===== config.mk =====
export PLATFORM = sky130hd
export DESIGN_NAME = dual_lock_monitor
export DESIGN_NICKNAME = d
export VERILOG_FILES = /design/src/rtl/lockdet_pkg.sv /design/src/rtl/phase_err_meter.sv /design/src/rtl/lock_hysteresis.sv /design/src/rtl/pin_select.sv /design/src/rtl/dual_lock_monitor.sv
export SDC_FILE = /design/constraint.sdc
export NUM_CORES = 1
export LEC_CHECK = 0
export BUFFER_PORTS_ARGS = -buffer_cell sky130_fd_sc_hd__clkbuf_2
export CAP_MARGIN = 25
export CORE_MARGIN = 2
export CORE_UTILIZATION = 35
export DETAILED_ROUTE_END_ITERATION = 7
export SETUP_SLACK_MARGIN = 0.05
export SLEW_MARGIN = 20
export SYNTH_ARGS = -nofsm -noshare
export SYNTH_HDL_FRONTEND = slang
export SYNTH_SLANG_ARGS = --single-unit

===== constraint.sdc =====
create_clock -name clk -period 1.95 [get_ports clk]
set_input_delay 0.195 -clock clk [delete_from_list [all_inputs] [get_ports clk]]
set_output_delay 0.195 -clock clk [all_outputs]
set_load 0.01 [all_outputs]

===== src/rtl/lockdet_pkg.sv =====
package lockdet_pkg;

  typedef enum logic [1:0] {
    PIN_PORT = 2'b00,
    PIN_A    = 2'b01,
    PIN_B    = 2'b10,
    PIN_ANY  = 2'b11
  } pin_src_e;

  // One step of a counter that stops at lim.
  function automatic int unsigned sat_step(input int unsigned cur, input logic inc,
                                           input int unsigned lim);
    if (inc && cur < lim) return cur + 1;
    return cur;
  endfunction

  // Verdict of the release run: true when this clean period completes it.
  function automatic logic run_done(input int unsigned run, input int unsigned need);
    return (run + 1) >= need;
  endfunction

endpackage


===== src/rtl/phase_err_meter.sv =====
module phase_err_meter
  import lockdet_pkg::*;
#(
  parameter int THRESH = 80
) (
  input  logic clk,
  input  logic rst_n,
  input  logic rf_tick,
  input  logic err_pulse,
  input  logic ref_tick,
  input  logic pwr_dn,
  output logic over,
  output logic period_end
);
  localparam int LIM = THRESH + 1;
  localparam int CW  = $clog2(LIM + 1);

  logic [CW-1:0] cnt_q;
  logic [CW-1:0] cnt_eval;
  logic          tick_hit;

  assign tick_hit   = rf_tick & err_pulse;
  assign cnt_eval   = CW'(sat_step(int'(cnt_q), tick_hit, LIM));
  assign over       = ~pwr_dn & (int'(cnt_eval) > THRESH);
  assign period_end = ~pwr_dn & ref_tick;

  always_ff @(posedge clk) begin
    if (!rst_n || pwr_dn || ref_tick) cnt_q <= '0;
    else                              cnt_q <= cnt_eval;
  end
endmodule


===== src/rtl/lock_hysteresis.sv =====
module lock_hysteresis
  import lockdet_pkg::*;
#(
  parameter int GOOD_CYCLES = 8
) (
  input  logic clk,
  input  logic rst_n,
  input  logic over,
  input  logic period_end,
  input  logic pwr_dn,
  output logic unlocked
);
  localparam int GW = $clog2(GOOD_CYCLES) + 1;

  logic [GW-1:0] run_q;

  always_ff @(posedge clk) begin
    if (!rst_n) begin
      unlocked <= 1'b1;
      run_q    <= '0;
    end else if (pwr_dn) begin
      unlocked <= 1'b0;
      run_q    <= '0;
    end else if (over) begin
      unlocked <= 1'b1;
      run_q    <= '0;
    end else if (period_end && unlocked) begin
      if (run_done(int'(run_q), GOOD_CYCLES)) begin
        unlocked <= 1'b0;
        run_q    <= '0;
      end else begin
        run_q <= run_q + 1'b1;
      end
    end
  end
endmodule


===== src/rtl/pin_select.sv =====
module pin_select
  import lockdet_pkg::*;
(
  input  logic [1:0] mode,
  input  logic [1:0] unlocked,
  input  logic       port_bit,
  output logic       pull_low
);
  always_comb begin
    unique case (pin_src_e'(mode))
      PIN_A:   pull_low = unlocked[0];
      PIN_B:   pull_low = unlocked[1];
      PIN_ANY: pull_low = |unlocked;
      default: pull_low = port_bit;
    endcase
  end
endmodule


===== src/rtl/dual_lock_monitor.sv =====
module dual_lock_monitor #(
  parameter int THRESH      = 80,
  parameter int GOOD_CYCLES = 8
) (
  input  logic       clk,
  input  logic       rst_n,
  input  logic [1:0] rf_tick,
  input  logic [1:0] err_pulse,
  input  logic [1:0] ref_tick,
  input  logic [1:0] pwr_dn,
  input  logic [1:0] pin_mode,
  input  logic       port_bit,
  output logic       pin_pull_low,
  output logic [1:0] loop_unlocked
);
  localparam int NL = 2;

  logic [NL-1:0] over_w;
  logic [NL-1:0] end_w;

  for (genvar g = 0; g < NL; g++) begin : g_loop
    phase_err_meter #(.THRESH(THRESH)) u_meter (
      .clk       (clk),
      .rst_n     (rst_n),
      .rf_tick   (rf_tick[g]),
      .err_pulse (err_pulse[g]),
      .ref_tick  (ref_tick[g]),
      .pwr_dn    (pwr_dn[g]),
      .over      (over_w[g]),
      .period_end(end_w[g])
    );
    lock_hysteresis #(.GOOD_CYCLES(GOOD_CYCLES)) u_hyst (
      .clk       (clk),
      .rst_n     (rst_n),
      .over      (over_w[g]),
      .period_end(end_w[g]),
      .pwr_dn    (pwr_dn[g]),
      .unlocked  (loop_unlocked[g])
    );
  end

  pin_select u_pin (
    .mode    (pin_mode),
    .unlocked(loop_unlocked),
    .port_bit(port_bit),
    .pull_low(pin_pull_low)
  );
endmodule


# Yosys cells after proc, flatten, opt, wreduce, memory -nomap -nowiden

Index checks and enable logic that the tools add are counted.
W data, S select, Z words.

Bits in registers: 24
Bits of input ports: 13
Output and inout bits: 3
Logic and storage cells: 65

Add/subtract/negate cells: 6
Magnitude comparators: 6
Eq/ne operators: 3
Mux-type cells: 17
Bitwise logic cells: 9
Reduce and logical (&&, ||, !) cells: 18

Operator list:

| operator              | count |
|---|---|
| $ge A32 B4 Y1 const B | 2 |
| $mux W7               | 4 |
| $add A7 B1 Y7 const B | 2 |
| $gt A7 B7 Y1 const B  | 2 |
| $lt A7 B7 Y1 const B  | 2 |
| $reduce_bool A3 Y1    | 4 |
| $add A4 B1 Y5 const B | 2 |
| $mux W1               | 10 |
| $add A4 B1 Y4 const B | 2 |
| $mux W4               | 2 |
| $and A1 B1 Y1         | 6 |
| $reduce_or A3 Y1      | 2 |
| $eq A2 B2 Y1 const B  | 2 |
| $logic_and A1 B1 Y1   | 4 |
| $logic_or A1 B1 Y1    | 4 |
| $reduce_and A2 Y1     | 2 |
| $not A1 Y1            | 3 |
| $pmux W1 S3           | 1 |
| $eq A2 B1 Y1 const B  | 1 |
| $reduce_or A2 Y1      | 1 |
| $logic_not A1 Y1      | 1 |

# Longest topological paths before layout

Gate-level depths: netlist of the first run.

Depth in word-level cells: 8
Gate-level depth with buffers: 6
Gate-level depth less buffers: 6

# Cells and area by module

A second synthesis of the first run with hierarchy kept.

Cell total of the unflattened synthesis: 184
Area total of the unflattened synthesis: 1586.5 sq um

By module, submodules not included:

| module          | instances | cells an instance | area each (sq um) | sequential area each (sq um) |
|---|---|---|---|---|
| phase_err_meter | 2         | 60                | 501.7             | 140.1 |
| lock_hysteresis | 2         | 31                | 282.8             | 100.1 |
| pin_select      | 1         | 2                 | 17.5              | 0.0 |

# Worst setup path after synthesis of the first run

OpenSTA, ideal clock, no wires.

Kind: reg-to-reg
Start: reg g_loop[1].u_meter.cnt_q[0]
End: reg g_loop[1].u_hyst.run_q[0]
Library setup time: 0.133 ns
Arrival: 1.527 ns
Data required time: 1.817 ns
Path slack: 0.289 ns
Stages on the path, launching flop included: 7
Buffers on the path: 0
Period minus slack after synthesis: 1.661 ns
Path through: dfxtp_1 > ha_1 > nand3_1 > o41ai_1 > o211ai_1 > nand4_1 > nor3_1

Word-level cells in the longest chain between the ends: 7
Elaborated cells between the ends (all ways): 9
Those cells by class: 1 x add/sub; 2 x order compare; 3 x mux; 1 x bitwise; 2 x reduce/logical

RTL lines:

| item                                      | line                  | source |
|---|---|---|
| start, declared                           | phase_err_meter.sv:18 | `logic [CW-1:0] cnt_q;` |
| start signal, assigned                    | phase_err_meter.sv:29 | `else cnt_q <= cnt_eval;` |
| $lt A7 B7 Y1                              | lockdet_pkg.sv:13     | `if (inc && cur < lim) return cur + 1;` |
| $logic_and A1 B1 Y1                       | lockdet_pkg.sv:13     |  |
| $mux W7 / $mux W1 (equally long branches) | lockdet_pkg.sv:13     |  |
| $mux W7 *                                 | lockdet_pkg.sv:14     | `return cur;` |
| $gt A7 B7 Y1 *                            | phase_err_meter.sv:24 | `assign over = ~pwr_dn & (int'(cnt_eval) > THRESH);` |
| $and A1 B1 Y1 *                           | phase_err_meter.sv:24 |  |
| $reduce_or A3 Y1 (no line) *              | --                    |  |
| end signal, assigned                      | lock_hysteresis.sv:32 | `run_q <= run_q + 1'b1;` |
| end, declared                             | lock_hysteresis.sv:15 | `logic [GW-1:0] run_q;` |

Every way passes the cells marked *; elsewhere a longest branch is shown, timed or not.
A chain may end at the register's enable or synchronous reset.

# Worst setup path in the final report of the first run

Start: reg g_loop[0].u_meter.cnt_q[5]
End: reg g_loop[0].u_hyst.run_q[0]

Word-level cells in the longest chain between the ends: 7
Elaborated cells between the ends (all ways): 9
Those cells by class: 1 x add/sub; 2 x order compare; 3 x mux; 1 x bitwise; 2 x reduce/logical

RTL lines:

| item                                      | line |
|---|---|
| start, declared                           | phase_err_meter.sv:18 |
| start signal, assigned                    | phase_err_meter.sv:29 |
| $lt A7 B7 Y1                              | lockdet_pkg.sv:13 |
| $logic_and A1 B1 Y1                       | lockdet_pkg.sv:13 |
| $mux W7 / $mux W1 (equally long branches) | lockdet_pkg.sv:13 |
| $mux W7 *                                 | lockdet_pkg.sv:14 |
| $gt A7 B7 Y1 *                            | phase_err_meter.sv:24 |
| $and A1 B1 Y1 *                           | phase_err_meter.sv:24 |
| $reduce_or A3 Y1 (no line) *              | -- |
| end signal, assigned                      | lock_hysteresis.sv:32 |
| end, declared                             | lock_hysteresis.sv:15 |

Marks and branches as above.

==> metrics.csv, run 1 <==
metric,value,unit
post-synthesis async set-or-reset flop share,0,%
hold path endpoint,g_loop[1].u_hyst.unlocked$_SDFFE_PN1P_,
TritonCTS Buffers,3,
RSZ-0062 raised after global routing,false,
CTS clock-pin slew for the worst setup and hold paths,90,ps
row count,23,
clock tree buffer depth,2,
Yosys reg bits,24,
leading cell types by total area after synthesis,"dfxtp_1, nor2_1, ha_1",
post-route ant nets,0,
drt pass-1 iters,4,
r2r setup slk,190,ps
Clock Power Share,42.7,%
worst-skew pair later-pin latency,270,ps
R2R cell count,5,
CTS tree,built,
pwr dens,606,mW/mm²
number of global-route vias before repair,1174,
status,completed,
DP HPWL,2270,µm
Root Buffer,clkbuf_8,
wire per inst,12.2,µm
Sequential Power Share,49.0,%
Worst Skew,6.01,ps
WHS,154,ps
Post-synth top flop,dfxtp_1,
Setup CP Type,flip-flop to flip-flop,
Post-synth EDFFs,0,
final wirelength,2980,µm
Worst setup SP type,flip-flop,
worst hold start,rst_n,
grt ovf,0,
Final period util,90.3,%
Critical Path Fanout Max,10,
max_slew headroom,66.2,%
Final Setup Violations,0,
final net count,215,
"Slew Viols, Final",0,
Critical Path Max Stage Delay,550,ps
# port buffers,15,
initial DRC count,38,
Core Region,0.00406,mm²
worst vdd ir,0.000247,V
Hold Path Class,primary input to flip-flop,
setup ws final,189,ps
most frequent cell after synthesis,nor2_1,
top cell type's share of synthesized area,32.2,%
fmax,0.568,GHz
average size of a mapped cell,8.29,µm²
first-pass GRT wire length,5380,µm
Total GRT Usage,13.4,%
switching power total,0.216,mW
total number of vias,1312,
"Seq/Total Area, Yosys",32.2,%
Pleak,0.638,nW
RePlAce Congestion,0.874,
I/O Pins,16,
Final min period,1760,ps
Worst EP required,2150,ps
pre-CTS WS,178,ps
slowest cell on the critical path,or4_4,
Hold Crit Depth,2,
largest net degree at the start of global routing,15,
dominant cell type by area after synthesis,dfxtp_1,
layout cell share with drive strength beyond 1,17.4,%
synthesized instance count,180,
Ant. Diodes,0,
CP cell instances,o21a_1 -> or4_4 -> o211ai_2 -> o2111ai_4 -> nor3_1,
max-cap viol count,0,
internal power,0.809,mW
crit end category,flip-flop,
Sw Ratio,21.1,%
total power,1.03,mW
synth cell count leaders,"nor2_1, dfxtp_1, nand2_1",
CTS H-tree depth,1,
WP buf/inv,0,
Netlist cell types,49,
Die ar.,0.00480,mm²
placed cell count,241,
YS warnings,0,
Logic pwr share,8.3,%
RR Startpoint,g_loop[0].u_meter.cnt_q[5]$_SDFF_PP0_,
Worst Tran Pin Value,504,ps
P&R area growth vs syn,13.4,%
reg2reg end,g_loop[0].u_hyst.run_q[0]$_SDFFE_PP0P_,
Chip Height,69.3,µm
Starting Density,36.8,%
"Net Count, Synth",199,
Crit path arrival time,1960,ps
Fin Setup TNS,0,ps
Post-CTS Setup Inserts,0,
die width,69.3,µm
DRC viols,0,
clock sinks,24,
Crit path max-delay family,simple AND/OR/NAND/NOR gates,
synthesized cell area,0.00149,mm²
initial antenna violation count,0,
Fin. Hold Viols,0,
vias per cell,5.36,
Post-Layout Cell Count,245,
-- power groups by stage --
stage	clock network [mW]	logic [mW]	registers, mW
floorplan	0	0.0565	0.513
global placement	0	0.0856	0.514
detailed placement	0	0.0847	0.514
CTS	0.456	0.0854	0.503
global route	0.481	0.0948	0.504
finish	0.438	0.0847	0.503
-- placed cells by master, fill, tap and decap left out, types with 2 or more instances in the layout --
cell type / synthesis / routed
a21o_1: 3 / 3
dfxtp_1: 24 / 23
nand2_1: 15 / 15
o21ai_0: 5 / 5
nand3_1: 11 / 11
and3_1: 3 / 3
xor2_1: 6 / 6
a211oi_1: 2 / 2
o211ai_1: 4 / 4
inv_1: 4 / 4
nor3_1: 8 / 8
nand4_1: 3 / 3
nand3b_1: 3 / 3
nor2_1: 26 / 26
nor2b_1: 2 / 2
a31oi_1: 4 / 4
xnor2_1: 8 / 8
clkbuf_2: 0 / 15
nand2b_1: 3 / 3
a21oi_1: 4 / 4
mux2i_1: 3 / 3
ha_1: 6 / 6
clkbuf_8: 0 / 3
buf_4: 4 / 4
-- timing repair --
action                                  4_1_cts  5_1_grt
hold buffers                                  0        0
gates resized for setup                       0        3
endpoints found under the setup margin        0        8
-- worst max path at each step --
stage,from,endpoint,depth (start not counted)
after floorplan,g_loop[1].u_meter.cnt_q[0]$_SDFF_PP0_,g_loop[1].u_hyst.run_q[0]$_SDFFE_PP0P_,6
after global placement,g_loop[1].u_meter.cnt_q[1]$_SDFF_PP0_,g_loop[1].u_hyst.run_q[2]$_SDFFE_PP0P_,6
after detailed placement,g_loop[1].u_meter.cnt_q[1]$_SDFF_PP0_,g_loop[1].u_hyst.run_q[2]$_SDFFE_PP0P_,6
after CTS,g_loop[1].u_meter.cnt_q[1]$_SDFF_PP0_,g_loop[1].u_hyst.run_q[2]$_SDFFE_PP0P_,6
after global routing,g_loop[0].u_meter.cnt_q[5]$_SDFF_PP0_,g_loop[0].u_hyst.run_q[0]$_SDFFE_PP0P_,5
final,g_loop[0].u_meter.cnt_q[5]$_SDFF_PP0_,g_loop[0].u_hyst.run_q[0]$_SDFFE_PP0P_,5
-- flip-flops by register name, indices dropped and copies added (netlist names) --
name                    count
g_loop.u_meter.cnt_q       14
g_loop.u_hyst.run_q         8
g_loop.u_hyst.unlocked      2
-- cells by family after synthesis --
kind of cell / count (synthesis) / synth area share (%)
flip-flops: 24 / 32.2
adder cells (fa/ha/maj): 6 / 5.03
AND/OR/NAND/NOR: 86 / 29.3
multiplexers: 3 / 2.01
XOR/XNOR: 14 / 8.22
AO/OA/AOI/OAI: 35 / 18.7
buffers and inverters: 12 / 4.53
-- final cells by class --
type | count | area, µm²
clock buffer | 3 | 41.3
timing repair buffer | 19 | 105
tap | 50 | 62.6
multi-input combinational | 144 | 956
inverter | 4 | 15.0
clock inverter | 1 | 30.0
sequential | 24 | 482
fill | 425 | 2370
-- metal layers --
metal  share of wire (%)  wire [µm]  vias up  GRT usage [%]
met1                  48       1420      598           17.8
met2                  46       1370       32           21.2
met5                   0          0        -              0
met4                 2.0         61        0           5.88
li1                    -          -      677              -
met3                 4.3        127        5           2.62
-- worst reg2reg max path, delay by kind of cell (launching register included) --
kind / cells / cell delay (ps)
simple gates: 2 / 740
compound gates: 3 / 530
flops: 1 / 420
-- through the flow --
| stage | utilization [%] | cell area, µm² |
|---|---|---|
| finish | 41.7 | 1690 |
| global route | 41.7 | 1690 |
| CTS | 41.4 | 1680 |
| detailed placement | 39.6 | 1610 |
| global placement | 39.6 | 1610 |
| floorplan | - | 1490 |
(Power assumes the default switching activity.)
==> run 2: changes to the inputs <==
==> constraint.sdc (replaced) <==
create_clock -name clk -period 1.7 [get_ports clk]
set_input_delay 0.17 -clock clk [delete_from_list [all_inputs] [get_ports clk]]
set_output_delay 0.17 -clock clk [all_outputs]
set_load 0.01 [all_outputs]
==> metrics.csv, run 2 (same netlist as run 1, synthesis figures left out) <==
metric,value,unit,change
Total GRT Usage,13.3,%,-0.11 points
Post-Layout Cell Count,257,,+4.9%
I/O Pins,16,,unchanged
Worst EP required,1890,ps,-260 ps
final core utilization,46.5,%,+4.8 points
row count,23,,unchanged
Starting Density,36.8,%,unchanged
worst vdd ir,0.000322,V,+30%
CTS clock-pin slew for the worst setup and hold paths,80,ps,about the same
worst-skew pair later-pin latency,260,ps,about the same
clock sinks,24,,unchanged
Hold Crit Depth,2,,unchanged
max-cap viol count,0,,unchanged
Root Buffer,clkbuf_8,,
initial DRC count,36,,-5.3%
Die ar.,0.00480,mm²,unchanged
Worst Skew,1.02,ps,-4.99 ps
CTS H-tree depth,1,,unchanged
drt pass-1 iters,6,,+2
post-route ant nets,0,,unchanged
placed cell count,252,,+4.6%
Fin Setup TNS,0,ps,unchanged
biggest regs,"g_loop.u_meter.cnt_q x14, g_loop.u_hyst.run_q x8, g_loop.u_hyst.unlocked x2",,
critical path endpoint,g_loop[0].u_hyst.run_q[0]$_SDFFE_PP0P_,,
Final Setup Violations,0,,unchanged
"Design Area, Final",0.00189,mm²,+12%
initial antenna violation count,0,,unchanged
FILL cells,399,,-6.1%
RSZ-0062 raised after global routing,true,,
Final min period,1670,ps,-94.3 ps
status,completed,,
"most common cell after layout, fill and taps aside",nor2_1,,
TritonCTS Buffers,3,,unchanged
Core Region,0.00406,mm²,unchanged
register area,504,µm²,+4.7%
WHS,130,ps,-23.8 ps
# port buffers,15,,unchanged
Worst Tran Pin Value,394,ps,-110 ps
Worst setup SP type,flip-flop,,
final net count,227,,+5.6%
Setup CP Type,flip-flop to flip-flop,,
die width,69.3,µm,unchanged
max reg flops,14,,unchanged
wire per inst,12.1,µm,-0.67%
total number of vias,1335,,+1.8%
grt ovf,0,,unchanged
Crit. Startpoint,g_loop[0].u_meter.cnt_q[3]$_SDFF_PP0_,,
Pleak,0.705,nW,+11%
vias per cell,5.19,,-3.0%
DRC viols,0,,unchanged
Crit path arrival time,1860,ps,-100 ps
final wirelength,3110,µm,+4.2%
pre-CTS WS,-10.4,ps,-188 ps
reg2reg end,g_loop[0].u_hyst.run_q[0]$_SDFFE_PP0P_,,
total power,1.17,mW,+14%
most frequent cells in the layout,"nor2_1, buf_4, nand2_1, clkbuf_2, dfxtp_1",,
RePlAce Congestion,0.859,,-1.8%
multi-input logic area,0.00104,mm²,+8.6%
P&R area growth vs syn,26.5,%,
fmax,0.600,GHz,+5.7%
number of global-route vias before repair,1244,,+6.0%
CTS tree,built,,
"Slew Viols, Final",0,,unchanged
Final period util,98.1,%,+7.7 points
DP HPWL,2340,µm,+3.2%
setup ws final,33.1,ps,-156 ps
layout cell share with drive strength beyond 1,32.4,%,+15 points
largest net degree at the start of global routing,15,,unchanged
pwr dens,620,mW/mm²,+2.3%
r2r setup slk,30,ps,-160 ps
DP Area,0.00170,mm²,+5.6%
max_slew headroom,73.6,%,+7.4 points
clock tree buffer depth,2,,unchanged
Ant. Diodes,0,,unchanged
first-pass GRT wire length,5490,µm,+1.9%
CTS Hold Bufs,0,,unchanged
Top reg by flops,g_loop.u_meter.cnt_q,,
Chip Height,69.3,µm,unchanged
crit end category,flip-flop,,
R2R cell count,5,,unchanged
Fin. Hold Viols,0,,unchanged
Critical Path Fanout Max,6,,-4
RR Startpoint,g_loop[0].u_meter.cnt_q[3]$_SDFF_PP0_,,
Hold Path Class,primary input to flip-flop,,
## run 2: changes by cell type in the layout (fill, tap and decap cells not counted), sizes merged
cell	before	now
buf	4	16
## run 2: power by group
part,internal [mW],total [mW],switching [mW],leakage (nW)
Combinational,0.0513,0.109,0.0573,0.469
Sequential,0.563,0.572,0.00907,0.201
Clock,0.314,0.490,0.176,0.0357
## run 2: final cells by class
cell class,count,area share [%]
flip-flops and latches,24,26.7
repair buffers,31,10.3
clock buffers,3,2.19
inverters,4,0.796
well taps,50,3.32
clock inverters,1,1.59
multi-input cells,144,55.0
## run 2: worst min path at each step
stage | from | endpoint | slack (ps)
6_report | rst_n | g_loop[1].u_hyst.unlocked$_SDFFE_PN1P_ | 130
5_1_grt | rst_n | g_loop[1].u_hyst.unlocked$_SDFFE_PN1P_ | 140
4_1_cts | rst_n | g_loop[1].u_hyst.unlocked$_SDFFE_PN1P_ | 130
3_5_place_dp | rst_n | g_loop[1].u_hyst.unlocked$_SDFFE_PN1P_ | 400
3_3_place_gp | rst_n | g_loop[1].u_hyst.unlocked$_SDFFE_PN1P_ | 400
2_1_floorplan | rst_n | g_loop[1].u_hyst.unlocked$_SDFFE_PN1P_ | 260
## run 2: what timing repair did
item | CTS | global route
endpoints found under the setup margin | 5 | 11
gates resized for setup | 9 | 23
pin swaps | 4 | 10
cloned | 0 | 0
buffers inserted | 0 | 1
## run 2: metal layers
layer,up-vias,GRT usage (%),routed length (µm)
met3,2,1.45,64
met1,617,18.8,1590
li1,703,-,-
met4,0,3.27,17
met5,-,0,0
met2,13,21.7,1430
## run 2: critical path: stages (launching register included)
cell and delay (ps):
dfxtp_4 370, or3_4 390, a311o_1 300, o2111ai_2 130, o2111ai_4 200, nor3_2 210
